[src/rtl/irqv_pkg.sv]
package irqv_pkg;

    localparam int NSLOT  = 32;
    localparam int SLOT_W = $clog2(NSLOT);
    localparam int NALT   = 4;

    // slots fed by a second source
    localparam int SLOT_NMI   = 1;
    localparam int SLOT_CARD1 = 7;
    localparam int SLOT_WDOG  = 11;
    localparam int SLOT_CARD2 = 13;
    localparam int SLOT_MERGE = 19;

    // slots without a hardware line
    localparam int SLOT_SW_FIRST = 27;

    // upper-page slot window
    localparam int HI_FIRST = 16;
    localparam int HI_LAST  = 23;

    // fixed arbitration order: rank -> slot
    function automatic logic [SLOT_W-1:0] rank_slot(input int rank);
        case (rank)
            0:  return 5'd0;   1:  return 5'd1;   2:  return 5'd24;  3:  return 5'd2;
            4:  return 5'd16;  5:  return 5'd3;   6:  return 5'd4;   7:  return 5'd5;
            8:  return 5'd17;  9:  return 5'd6;   10: return 5'd7;   11: return 5'd8;
            12: return 5'd18;  13: return 5'd9;   14: return 5'd10;  15: return 5'd11;
            16: return 5'd19;  17: return 5'd12;  18: return 5'd13;  19: return 5'd20;
            20: return 5'd21;  21: return 5'd14;  22: return 5'd15;  23: return 5'd22;
            24: return 5'd23;  default: return SLOT_W'(rank + 0);
        endcase
    endfunction

endpackage

[src/rtl/irqv_sync.sv]
module irqv_sync #(
    parameter int WIDTH = 36,
    parameter int STAGES_RST = 1
) (
    input  logic             clk,
    input  logic             rst_n,
    input  logic [WIDTH-1:0] async_i,
    output logic [WIDTH-1:0] sync_o
);
    typedef struct packed {
        logic [WIDTH-1:0] s1;
        logic [WIDTH-1:0] s2;
    } sync_t;

    sync_t st_d, st_q;

    always_comb begin
        st_d    = st_q;
        st_d.s1 = async_i;
        st_d.s2 = st_q.s1;
    end

    always_ff @(posedge clk or negedge rst_n) begin
        if (!rst_n) begin
            st_q.s1 <= {WIDTH{STAGES_RST[0]}};
            st_q.s2 <= {WIDTH{STAGES_RST[0]}};
        end else begin
            st_q <= st_d;
        end
    end

    assign sync_o = st_q.s2;

    // second stage only copies what the first stage held a cycle earlier
    a_r6_sync_chain: assert property (@(posedge clk) disable iff (!rst_n)
        1'b1 |=> sync_o == $past(st_q.s1));

endmodule

[src/rtl/irqv_arbiter.sv]
module irqv_arbiter
    import irqv_pkg::*;
(
    input  logic              clk,
    input  logic              rst_n,
    input  logic [NSLOT-1:0]  elig_i,
    output logic              vld_o,
    output logic [SLOT_W-1:0] slot_o
);
    always_comb begin
        vld_o  = 1'b0;
        slot_o = '0;
        for (int rank = NSLOT - 1; rank >= 0; rank--) begin
            if (elig_i[rank_slot(rank)]) begin
                vld_o  = 1'b1;
                slot_o = rank_slot(rank);
            end
        end
    end

    // a winner is always one of the eligible slots
    a_r2_winner_eligible: assert property (@(posedge clk) disable iff (!rst_n)
        vld_o |-> elig_i[slot_o]);

    // top-ranked slot 0 always wins when eligible
    a_r2_slot0_first: assert property (@(posedge clk) disable iff (!rst_n)
        elig_i[0] |-> (vld_o && slot_o == '0));

endmodule

[src/rtl/irq_vector_ctrl.sv]
module irq_vector_ctrl
    import irqv_pkg::*;
#(
    parameter int BASE_W = 16,
    parameter int PAGE_SH = 8,
    parameter int ENTRY_SH = 3
) (
    input  logic              clk,
    input  logic              rst_n,
    input  logic [31:0]       req_n_i,
    input  logic [3:0]        alt_n_i,
    input  logic              wdog_nmi_i,
    input  logic              trap_vld_i,
    input  logic [4:0]        trap_num_i,
    input  logic [31:0]       ie_mask_i,
    input  logic              gie_i,
    input  logic              reg_we_i,
    input  logic              reg_sel_i,
    input  logic [15:0]       reg_wdata_i,
    input  logic              ack_i,
    output logic              irq_o,
    output logic [4:0]        irq_num_o,
    output logic [23:0]       vec_addr_o
);
    localparam int ADDR_W = BASE_W + PAGE_SH;
    localparam int NLINE  = NSLOT + NALT;
    localparam int NEDGE  = 3;   // alt sources with their own edge detector

    typedef struct packed {
        logic [NSLOT-1:0]  pend;
        logic [NSLOT-1:0]  prev_lvl;
        logic [NEDGE-1:0]  prev_alt;
        logic              irq;
        logic [SLOT_W-1:0] num;
        logic [ADDR_W-1:0] vec;
        logic [BASE_W-1:0] base_lo;
        logic [BASE_W-1:0] base_hi;
    } ctrl_t;

    ctrl_t st_d, st_q;

    logic [NLINE-1:0]  sync_l;
    logic [NSLOT-1:0]  lvl;
    logic [NSLOT-1:0]  hw_set;
    logic [NSLOT-1:0]  elig;
    logic              win_vld;
    logic [SLOT_W-1:0] win_slot;
    logic              unused_pins;

    irqv_sync #(.WIDTH(NLINE), .STAGES_RST(1)) i_sync (
        .clk     (clk),
        .rst_n   (rst_n),
        .async_i ({alt_n_i, req_n_i}),
        .sync_o  (sync_l)
    );

    // per-slot recognised level, with lines that have no hardware source held idle
    always_comb begin
        for (int s = 0; s < NSLOT; s++) begin
            if (s == SLOT_NMI || s >= SLOT_SW_FIRST) lvl[s] = 1'b1;
            else                                     lvl[s] = sync_l[s];
        end
        lvl[SLOT_MERGE] = sync_l[SLOT_MERGE] & sync_l[NSLOT + 3];
    end

    assign unused_pins = &{sync_l[SLOT_NMI], sync_l[NSLOT-1:SLOT_SW_FIRST]};

    always_comb begin
        logic [NEDGE-1:0] alt_fall;
        alt_fall = st_q.prev_alt & ~sync_l[NSLOT +: NEDGE];
        hw_set   = st_q.prev_lvl & ~lvl;
        hw_set[SLOT_CARD1] = hw_set[SLOT_CARD1] | alt_fall[0];
        hw_set[SLOT_CARD2] = hw_set[SLOT_CARD2] | alt_fall[2];
        if (wdog_nmi_i) hw_set[SLOT_NMI]  = hw_set[SLOT_NMI]  | alt_fall[1];
        else            hw_set[SLOT_WDOG] = hw_set[SLOT_WDOG] | alt_fall[1];
    end

    assign elig = st_q.pend & ((ie_mask_i & {NSLOT{gie_i}}) | NSLOT'(3));

    irqv_arbiter i_arb (
        .clk    (clk),
        .rst_n  (rst_n),
        .elig_i (elig),
        .vld_o  (win_vld),
        .slot_o (win_slot)
    );

    always_comb begin
        logic [NSLOT-1:0]  clr;
        logic [NSLOT-1:0]  trap_set;
        logic [BASE_W-1:0] base;
        st_d          = st_q;
        st_d.prev_lvl = lvl;
        st_d.prev_alt = sync_l[NSLOT +: NEDGE];

        clr      = (st_q.irq && ack_i) ? (NSLOT'(1) << st_q.num) : '0;
        trap_set = trap_vld_i ? (NSLOT'(1) << trap_num_i) : '0;
        st_d.pend = (st_q.pend & ~clr) | hw_set | trap_set;

        base = (win_slot >= SLOT_W'(HI_FIRST) && win_slot <= SLOT_W'(HI_LAST))
             ? st_q.base_hi : st_q.base_lo;

        if (st_q.irq) begin
            if (ack_i) st_d.irq = 1'b0;
        end else if (win_vld) begin
            st_d.irq = 1'b1;
            st_d.num = win_slot;
            st_d.vec = {base, {PAGE_SH{1'b0}}}
                     | (ADDR_W'(win_slot) << ENTRY_SH);
        end

        if (reg_we_i) begin
            if (reg_sel_i) st_d.base_hi = reg_wdata_i;
            else           st_d.base_lo = reg_wdata_i;
        end
    end

    always_ff @(posedge clk or negedge rst_n) begin
        if (!rst_n) begin
            st_q          <= '0;
            st_q.prev_lvl <= '1;
            st_q.prev_alt <= '1;
        end else begin
            st_q <= st_d;
        end
    end

    assign irq_o      = st_q.irq;
    assign irq_num_o  = st_q.num;
    assign vec_addr_o = st_q.vec;

    // grant held until acknowledged
    a_r4_grant_hold: assert property (@(posedge clk) disable iff (!rst_n)
        (irq_o && !ack_i) |=> (irq_o && $stable(irq_num_o) && $stable(vec_addr_o)));

    // acknowledge drops the request in the next cycle
    a_r5_ack_drop: assert property (@(posedge clk) disable iff (!rst_n)
        (irq_o && ack_i) |=> !irq_o);

    // vector offset encodes the granted slot
    a_r1_vec_offset: assert property (@(posedge clk) disable iff (!rst_n)
        irq_o |-> (vec_addr_o[PAGE_SH-1:0] == (8'(irq_num_o) << ENTRY_SH)));

    // a new grant of a maskable slot was enabled when it was chosen
    a_r3_enabled_grant: assert property (@(posedge clk) disable iff (!rst_n)
        $rose(irq_o) |-> ((irq_num_o < SLOT_W'(2)) ||
                          ($past(gie_i) && ((($past(ie_mask_i) >> irq_num_o) & 32'd1) != 32'd0))));

    // a recognised edge needs the slot idle high the cycle before
    a_r6_edge_once: assert property (@(posedge clk) disable iff (!rst_n)
        (st_q.prev_lvl[3] && !lvl[3]) |=> !(st_q.prev_lvl[3] && !lvl[3]));

endmodule

[config.mk]
export PLATFORM = sky130hd
export DESIGN_NAME = irq_vector_ctrl
export DESIGN_NICKNAME = d
export VERILOG_FILES = /design/src/rtl/irqv_pkg.sv /design/src/rtl/irqv_sync.sv /design/src/rtl/irqv_arbiter.sv /design/src/rtl/irq_vector_ctrl.sv
export SDC_FILE = /design/constraint.sdc
export NUM_CORES = 1
export LEC_CHECK = 0
export BUFFER_PORTS_ARGS = -buffer_cell sky130_fd_sc_hd__buf_2
export CORE_ASPECT_RATIO = 0.75
export CORE_MARGIN = 2
export CORE_UTILIZATION = 40
export CTS_CLUSTER_SIZE = 24
export DETAILED_ROUTE_END_ITERATION = 8
export PLACE_DENSITY_LB_ADDON = 0.25
export SETUP_SLACK_MARGIN = 0.1
export SLEW_MARGIN = 20
export SYNTH_ARGS = -nofsm -noshare
export SYNTH_HDL_FRONTEND = slang
export SYNTH_SLANG_ARGS = --single-unit
[constraint.sdc]
create_clock -name clk -period 4 [get_ports clk]
set_input_delay 0 -clock clk [delete_from_list [all_inputs] [get_ports clk]]
set_output_delay 0 -clock clk [all_outputs]
set_load 0.02 [all_outputs]
==> results.sh <==
export IMPL_totalWireLength_um=17100
export IMPL_p_switching_mw=1.27
export IMPL_syn_to_final_growth_pct=25.4
export IMPL_synth_ff_type="dfstp_2"
export IMPL_synth_edf_count=0
export IMPL_ant_nets=0
export IMPL_grt_pass1_vias=4943
export IMPL_viasPerCell=5.26
export IMPL_clock_sinks=175
export IMPL_critPathTopFamily="compound AO/OA/AOI/OAI gates"
export IMPL_avgSynthCellArea_um2=12.6
export IMPL_grt_pass1_wl_um=27300
export IMPL_yosys_warnings=0
export IMPL_fp_dieW_um=156
export IMPL_ctsResizeCount=0
export IMPL_startpoint_type="flop"
export IMPL_route_detailed_drc=0
export IMPL_grt_overflow=0
export IMPL_synth_simple_area_share_pct=9.30
export IMPL_track_usage_pct=19.6
export IMPL_worstHoldPathType="in -> reg"
export IMPL_max_freq_ghz=0.394
export IMPL_synth_adder_area_share_pct=0
export IMPL_timing_rr_end="vec_addr_o[11]"
export IMPL_grt_max_degree=106
export IMPL_p_int_mw=3.08
export IMPL_clock_path_buffers=2
export IMPL_power_frac_clock_pct=37.5
export IMPL_crit_path_top_delay_cell="a222oi_1"
export IMPL_ios=127
export IMPL_synth_xor_area_share_pct=0
export IMPL_wl_per_cell_um=18.4
export IMPL_seqPwrFrac_pct=48.2
export IMPL_crit_chain="a222oi_1, nand4_1, and3_1, o211ai_1, nand3_4, mux2i_1, a21oi_1"
export IMPL_peakVddDrop_mv=0.280
export IMPL_drt_iter0_markers=358
export IMPL_worstHoldPathCells=3
export IMPL_synth_compound_area_share_pct=13.1
export IMPL_critPathKind="reg -> reg"
export IMPL_finalMaxSlewViolations=0
export IMPL_hp_start="trap_vld_i"
export IMPL_skew_ps=11.5
export IMPL_r2r_cells=7
export IMPL_setup_tns_ps=0
export IMPL_power_frac_comb_pct=14.3
export IMPL_post_cts_buffers=0
export IMPL_slowest_delay_ps=440
export IMPL_io_buffers=115
export IMPL_worst_pin_slew_ps=930
export IMPL_die_area_mm2=0.0185
export IMPL_htreeDepth=4
export IMPL_dp_slack_ps=1490
export IMPL_yosysSeqAreaShare_pct=64.6
export IMPL_core_area_mm2=0.0169
export IMPL_yosys_register_bits=175
export IMPL_power_per_cell_area_mw_per_mm2=499
export IMPL_cap_violations=0
export IMPL_cts_root_buf="clkbuf_16"
export IMPL_antenna_found_initial=0
export IMPL_cts_tree="done"
export IMPL_chipHeight_um=118
export IMPL_start_util_pct=41.1
export IMPL_timing_hold_violations_final=0
export IMPL_cp_arrival_ps=2840
export IMPL_p_leak_nw=3.79
export IMPL_rsz0062_at_grt="no"
export IMPL_r2r_setup_slack_ps=1460
export IMPL_num_vias=4907
export IMPL_synth_area_mm2=0.00696
export IMPL_insertion_delay_ps=430
export IMPL_gp_congestion=0.939
export IMPL_slew_headroom_pct=38.0
export IMPL_end_kind="flop"
export IMPL_fin_nets=802
export IMPL_async_flop_share_pct=100
export IMPL_setup_violations=0
export IMPL_worstPathRequired_ps=4300
export IMPL_min_to="st_q[126]"
export IMPL_drive_gt1_share_pct=39.4
export IMPL_clk_pin_slew_ps=70
export IMPL_synthMuxAreaShare_pct=7.65
export IMPL_setup_ws_ps=1460
export IMPL_dp_hpwl_um=12300
export IMPL_synth_cells=553
export IMPL_swShare_pct=29.2
export IMPL_ys_types=49
export IMPL_synth_top_family_by_area="compound AO/OA/AOI/OAI gates"
export IMPL_period_needed_ps=2540
export IMPL_cts_hold_buf=55
export IMPL_outcome="finished, final reports clean"
export IMPL_path_max_fanout=16
export IMPL_cts_made_buffers=17
export IMPL_period_share_pct=63.4
export IMPL_r2r_start="st_q[122]"
export IMPL_num_rows=41
export IMPL_n_antenna_cell=0
export IMPL_first_pass_iters=5
export IMPL_worst_path_buf_inv=0
cell usage after synthesis (2+ instances only):
library cell	number	area, um2
dfstp_2	89	2340
dfrtp_1	86	2150
nand2_1	37	139
o21ai_0	35	175
mux2_2	33	372
buf_4	29	218
inv_1	26	97.6
a21oi_1	25	125
o221ai_1	23	201
nor2_1	22	82.6
nand2b_1	17	106
mux2i_1	16	160
nand3_1	15	75.1
a22oi_1	12	90.1
clkbuf_1	11	41.3
nand4_1	8	50.1
o21ai_1	8	40.0
or2_2	6	37.5
and2_1	4	25.0
and3_1	4	25.0
o211ai_1	4	30.0
a22o_1	3	26.3
a31oi_1	3	18.8
a41o_1	3	30.0
nand3b_1	3	22.5
nor2b_1	3	18.8
a222oi_1	2	20.0
nand4b_1	2	17.5
o2111ai_1	2	17.5
o21a_1	2	15.0
o31ai_1	2	15.0
power by group through the flow:
stage / combinational (mW) / sequential [mW] / clock (mW)
6_report: 0.621 / 2.10 / 1.63
5_1_grt: 0.682 / 2.12 / 1.77
4_1_cts: 0.624 / 2.10 / 1.68
3_5_place_dp: 0.578 / 2.13 / 0
3_3_place_gp: 0.567 / 2.11 / 0
2_1_floorplan: 0.440 / 2.08 / 0
placed cells by master (no fill, tap or decap), drive strengths merged, types with 3 or more instances in the layout:
master,Yosys,routed
nand4,8,8
a31oi,3,3
clkinv,0,7
a41o,3,3
mux2,33,33
mux2i,16,16
o211ai,4,4
and3,4,4
a22o,3,3
dfrtp,86,86
nor2b,3,3
nor2,22,22
nand2,37,37
nand3,16,16
o21ai,43,43
o221ai,23,23
clkbuf,11,17
a22oi,12,12
dlygate4sd3,0,55
or2,7,7
and2,4,4
buf,31,118
conb,1,3
inv,26,34
nand2b,17,17
a21oi,25,25
nand3b,3,3
dfstp,89,89
cell type report:
cell class	count	area (um2)
multi-input cells	312	2110
well taps	215	269
inverters	26	97.6
repair buffers	173	1170
clock buffers	17	425
fillers	1471	8210
flip-flops and latches	175	4490
clock inverters	15	168
per-stage QoR:
step	cells	hold WS [ps]	util [%]	total power, mW	area (um2)
2_1_floorplan	555	-296	-	2.52	6960
3_3_place_gp	846	105	44.8	2.68	7580
3_5_place_dp	846	106	44.8	2.70	7580
4_1_cts	933	2.28	51.5	4.40	8720
5_1_grt	933	43.0	51.5	4.57	8720
6_report	933	29.4	51.5	4.35	8720
registers in the layout, indices dropped and copies added, names as in the netlist:
name / count
i_sync.sync_o: 30
irq_num_o: 4
st_q: 93
i_sync.st_d: 30
irq_o: 1
vec_addr_o: 17
worst reg2reg max path, stage by stage (launching register included):
cell and delay (ps):
dfrtp_1 390, a222oi_1 440, nand4_1 230, and3_1 240, o211ai_1 360, nand3_4 370, mux2i_1 280, a21oi_1 90
routing by layer:
| metal | vias to the layer above | track usage (%) | wire (um) |
|---|---|---|---|
| li1 | 2263 | - | - |
| met1 | 2447 | 29.4 | 8540 |
| met2 | 172 | 27.7 | 7350 |
| met3 | 25 | 4.66 | 882 |
| met4 | 0 | 7.00 | 356 |
| met5 | - | 0 | 0 |
how the worst max path moves through the flow:
stage                   start  slack [ps]  depth (start not counted)        endpoint
finish              st_q[122]        1460                          7  vec_addr_o[11]
global route        st_q[122]        1300                          7    irq_num_o[3]
CTS                 st_q[122]        1460                          7  vec_addr_o[11]
detailed placement  st_q[122]        1490                          7  vec_addr_o[22]
global placement    st_q[122]        1500                          7   vec_addr_o[8]
floorplan           st_q[106]        1920                          8  vec_addr_o[13]
logic make-up (layout without fill, tap and decap cells):
| family | count (synthesis) | in the layout |
|---|---|---|
| other cells | 1 | 3 |
| compound gates | 134 | 134 |
| buf+inv | 68 | 231 |
| flops | 175 | 175 |
| mux | 49 | 49 |
| simple gates | 126 | 126 |
(Power assumes the default switching activity.)
